[config.mk]
export PLATFORM = sky130hd
export DESIGN_NAME = uart_irq_identifier
export DESIGN_NICKNAME = d
export VERILOG_FILES = /design/src/rtl/uart_irq_pkg.sv /design/src/rtl/irq_pend_datapath.sv /design/src/rtl/irq_prio_control.sv /design/src/rtl/uart_irq_identifier.sv
export SDC_FILE = /design/constraint.sdc
export NUM_CORES = 1
export LEC_CHECK = 0
export ABC_AREA = 1
export BUFFER_PORTS_ARGS = -buffer_cell sky130_fd_sc_hd__buf_2
export CORE_AREA = 2 2 39 41
export CTS_CLUSTER_SIZE = 20
export DETAILED_ROUTE_END_ITERATION = 8
export DIE_AREA = 0 0 41 43
export GPL_TIMING_DRIVEN = 0
export HOLD_SLACK_MARGIN = 0.12
export PLACE_DENSITY = 0.61
export SKIP_CTS_REPAIR_TIMING = 1
export SYNTH_ARGS = -nofsm -noshare
export SYNTH_HDL_FRONTEND = slang
export SYNTH_SLANG_ARGS = --single-unit
[constraint.sdc]
create_clock -name clk -period 3.1 [get_ports clk]
set_clock_uncertainty 0.2 [all_clocks]
set_input_delay 0.155 -clock clk [delete_from_list [all_inputs] [get_ports clk]]
set_output_delay 0.155 -clock clk [all_outputs]
set_load 0.05 [all_outputs]
[src/rtl/uart_irq_pkg.sv]
package uart_irq_pkg;
  localparam int NUM_SRC = 5;
  localparam int CODE_W  = 8;
  localparam int EN_W    = 4;
  localparam int SEL_W   = $clog2(NUM_SRC);

  // Source indices, lowest index = highest priority
  localparam int SRC_LINE = 0;
  localparam int SRC_TMO  = 1;
  localparam int SRC_RXD  = 2;
  localparam int SRC_TX   = 3;
  localparam int SRC_MDM  = 4;

  localparam logic [NUM_SRC-1:0] LEVEL_MASK = NUM_SRC'(1) << SRC_RXD;
  localparam logic [NUM_SRC-1:0] RESET_PEND = NUM_SRC'(1) << SRC_TX;

  localparam logic [CODE_W-1:0] CODE_IDLE = 8'h01;

  typedef struct packed {
    logic [NUM_SRC-1:0] clear;
  } irq_strobe_t;

  function automatic logic [CODE_W-1:0] srcCode(input int idx);
    case (idx)
      SRC_LINE: srcCode = 8'h06;
      SRC_TMO:  srcCode = 8'h0C;
      SRC_RXD:  srcCode = 8'h04;
      SRC_TX:   srcCode = 8'h02;
      default:  srcCode = 8'h00;
    endcase
  endfunction

  function automatic int srcEnBit(input int idx);
    case (idx)
      SRC_LINE: srcEnBit = 2;
      SRC_TMO:  srcEnBit = 0;
      SRC_RXD:  srcEnBit = 0;
      SRC_TX:   srcEnBit = 1;
      default:  srcEnBit = 3;
    endcase
  endfunction
endpackage

[src/rtl/irq_pend_datapath.sv]
module irq_pend_datapath
  import uart_irq_pkg::*;
#(
  parameter int N = NUM_SRC,
  parameter logic [N-1:0] LEVEL = LEVEL_MASK,
  parameter logic [N-1:0] RST_VAL = RESET_PEND
) (
  input  logic        clk,
  input  logic        rstN,
  input  logic [N-1:0] srcIn,
  input  irq_strobe_t strobe,
  output logic [N-1:0] pending
);
  genvar gi;
  generate
    for (gi = 0; gi < N; gi++) begin : g_src
      if (LEVEL[gi]) begin : g_level
        assign pending[gi] = srcIn[gi];
      end else begin : g_latch
        logic pendQ;
        always_ff @(posedge clk) begin
          if (!rstN)
            pendQ <= RST_VAL[gi];
          else if (srcIn[gi])
            pendQ <= 1'b1;          // set has priority over clear
          else if (strobe.clear[gi])
            pendQ <= 1'b0;
        end
        assign pending[gi] = pendQ;
      end
    end
  endgenerate
endmodule

[src/rtl/irq_prio_control.sv]
module irq_prio_control
  import uart_irq_pkg::*;
#(
  parameter int N = NUM_SRC
) (
  input  logic [N-1:0]      pending,
  input  logic [EN_W-1:0]   intEnable,
  input  logic              lineStatusRd,
  input  logic              rxDataRd,
  input  logic              statusRd,
  input  logic              txHoldWr,
  input  logic              modemStatusRd,
  output irq_strobe_t       strobe,
  output logic [CODE_W-1:0] statusCode,
  output logic              irqOut
);
  logic [N-1:0] active;
  logic [SEL_W-1:0] selIdx;
  logic anyActive;

  genvar gi;
  generate
    for (gi = 0; gi < N; gi++) begin : g_mask
      assign active[gi] = pending[gi] & intEnable[srcEnBit(gi)];
    end
  endgenerate

  // Fixed-priority pick: lowest index wins
  always_comb begin
    selIdx = '0;
    for (int i = N - 1; i >= 0; i--) begin
      if (active[i]) selIdx = SEL_W'(i);
    end
  end

  assign anyActive  = |active;
  assign irqOut     = anyActive;
  assign statusCode = anyActive ? srcCode(int'(selIdx)) : CODE_IDLE;

  always_comb begin
    strobe = '0;
    strobe.clear[SRC_LINE] = lineStatusRd;
    strobe.clear[SRC_TMO]  = rxDataRd;
    strobe.clear[SRC_TX]   = txHoldWr |
                             (statusRd & anyActive & (selIdx == SEL_W'(SRC_TX)));
    strobe.clear[SRC_MDM]  = modemStatusRd;
  end
endmodule

[src/rtl/uart_irq_identifier.sv]
module uart_irq_identifier
  import uart_irq_pkg::*;
(
  input  logic              clk,
  input  logic              rstN,
  input  logic [EN_W-1:0]   intEnable,
  input  logic              lineErrEvt,
  input  logic              rxReady,
  input  logic              rxTimeoutEvt,
  input  logic              txEmptyEvt,
  input  logic              modemChgEvt,
  input  logic              lineStatusRd,
  input  logic              rxDataRd,
  input  logic              statusRd,
  input  logic              txHoldWr,
  input  logic              modemStatusRd,
  output logic [CODE_W-1:0] statusCode,
  output logic              irqOut
);
  logic [NUM_SRC-1:0] srcIn;
  logic [NUM_SRC-1:0] pending;
  irq_strobe_t strobe;

  always_comb begin
    srcIn = '0;
    srcIn[SRC_LINE] = lineErrEvt;
    srcIn[SRC_TMO]  = rxTimeoutEvt;
    srcIn[SRC_RXD]  = rxReady;
    srcIn[SRC_TX]   = txEmptyEvt;
    srcIn[SRC_MDM]  = modemChgEvt;
  end

  irq_pend_datapath #(.N(NUM_SRC)) u_dp (
    .clk(clk), .rstN(rstN), .srcIn(srcIn), .strobe(strobe), .pending(pending)
  );

  irq_prio_control #(.N(NUM_SRC)) u_ctl (
    .pending(pending), .intEnable(intEnable),
    .lineStatusRd(lineStatusRd), .rxDataRd(rxDataRd), .statusRd(statusRd),
    .txHoldWr(txHoldWr), .modemStatusRd(modemStatusRd),
    .strobe(strobe), .statusCode(statusCode), .irqOut(irqOut)
  );
endmodule

==> impl_metrics.yaml <==
status:
  status: "finished, final reports clean"
cts:
  numCtsBuffers: 3
  clkLatencyLatePin_ps: 230
  tritoncts: "built"
  htreeDepth: 1
  cts_buffer_depth: 2
  cts_sinks: 4
  cts_root_buf: "clkbuf_4"
  clkTransAtPathRegs_ps: 40
floorplan:
  initial_core_util_pct: 21.1
  io_pins: 25
  fp.dieH_um: 43
  core_area_um2: 1380
  row_count: 14
  die-area_um2: 1760
  dieWidth_um: 41
drt:
  drc: 0
  vias_per_cell: 3.93
  antenna_left: 0
  wl_per_cell_um: 7.38
  drt-pass1-iter-count: 1
  vias: 393
  drt_iter0_drc: 0
  wirelength_um: 738
power:
  p_leak_nw: 0.322
  ir_drop_uv: 133
  finalPower_mw: 0.215
  power.density_nw_per_um2: 380
synthesis:
  seq_area_frac_synth_pct: 27.5
  synth.distinct_cells: 12
  synth_area_um2: 292
  syn_area_per_cell_um2: 6.34
  ys.warnings.count: 0
  yosys-top-cells-area: "dfxtp_1, nand2_2, a21oi_1"
  synthCells: 46
  synth-seq-cells: 4
  yosysTopAreaCell: "dfxtp_1"
  synth_top_area_share_pct: 27.5
timing:
  whs_ps: 490
  setup_violations: 0
  hold_viol: 0
  setup_ws_ps: 961
  period_minus_slack_ps: 2140
  fmax_ghz: 0.468
  post-route-period-util_pct: 69.0
  tns_ps: 0
  slew_viol_final: 0
  rsz0062_at_grt: "false"
worst_setup_path:
  cp-start-kind: "input port"
  crit_fanout: 1
  r2r-start: "u_dp.g_src[0].g_latch.pendQ"
  critical_path_arrival_ps: 2050
  required_ps: 3020
  criticalPathCategory: "in -> reg"
  worstSetupEndpointType: "flop"
  crit_path_start: "lineErrEvt"
place:
  io_buffers: 20
  dp_hpwl_um: 562
  post-place-ws_ps: 1640
  gp_congestion: 0.690
global_route:
  grt_util_all_layers_pct: 8.63
  grt-ovfl-total: 0
  grt_first_pass_wirelength_mm: 1.04
  grt_pass1_vias: 295
  grt_antenna_before_repair: 0
  grt_start_max_net_pins: 5
final_layout:
  layout-drive-gt1-share_pct: 41.7
  fin_util_pct: 40.9
  final_nets: 102
  top_regs: "u_dp.g_src.g_latch.pendQ: 4 flops"
  syn_to_final_growth_pct: 94.0
  largest_register: "u_dp.g_src.g_latch.pendQ"
  diodes: 0
  largest_reg_flops: 4
worst_hold_path:
  hold_class: "in -> out"
  hp-start: "intEnable[2]"
flow_run:
  max-cap-violations: 0
cell families after synthesis:
kind of cell | after synthesis | synth area share [%]
other | 1 | 1.29
and+or+nand+nor | 24 | 41.6
AOI/OAI and AO/OA | 6 | 10.3
DFF | 4 | 27.5
buffers and inverters | 11 | 19.3
final timing paths:
check	depth (start not counted)	slack [ps]	end
worst max-delay path	6	960	u_dp.g_src[0].g_latch.pendQ
worst min register to register	3	850	u_dp.g_src[3].g_latch.pendQ
worst min-delay path	3	490	statusCode[3]
worst max register to register	4	1170	u_dp.g_src[0].g_latch.pendQ
stage by stage:
step	instances	area [um2]
final	100	566
after global routing	100	566
after CTS	88	445
after detailed placement	85	423
after global placement	85	423
after floorplan	49	303
metal layers:
metal	wire [um]	share of wire, %	track usage (%)
met1	266	36	8.36
met2	422	57	14.1
met3	49	6.6	3.14
met4	0	0	6.00
met5	0	0	0
power breakdown:
part | internal, mW | switching (mW)
sequential | 0.0551 | 0.00245
clock | 0.0432 | 0.0202
combinational | 0.0355 | 0.0586
final cells by class:
type / count / area (um2)
buffer: 4 / 30.0
multi-input combinational: 34 / 166
fill: 163 / 818
sequential: 4 / 80.1
timing repair buffer: 32 / 220
clock buffer: 3 / 22.5
tap: 16 / 20.0
inverter: 7 / 26.3
Yosys cell counts:
library cell / count
a21oi_1: 6
buf_4: 4
conb_1: 1
dfxtp_1: 4
inv_1: 7
nand2_1: 6
nand2_2: 6
nand3_1: 3
nand3b_1: 1
nor2_1: 6
nor2_2: 1
nor3_2: 1
cells in the final DEF, fill, tap and decap left out:
| cell type | synthesis | final |
|---|---|---|
| nand2_2 | 6 | 6 |
| conb_1 | 1 | 4 |
| dlygate4sd3_1 | 0 | 12 |
| nor2_2 | 1 | 1 |
| nand2_1 | 6 | 6 |
| nor3_2 | 1 | 1 |
| buf_2 | 0 | 20 |
| nor2_1 | 6 | 6 |
| nand3_1 | 3 | 3 |
| a21oi_1 | 6 | 6 |
| clkbuf_4 | 0 | 3 |
| dfxtp_1 | 4 | 4 |
| inv_1 | 7 | 7 |
| nand3b_1 | 1 | 1 |
| buf_4 | 4 | 4 |
worst max-delay path, stage by stage:
cell and delay, ps:
dlygate4sd3_1 530, buf_2 120, a21oi_1 110, dlygate4sd3_1 560, nor2_1 40, dlygate4sd3_1 540
Note: power is estimated with default switching activity, not from simulation.
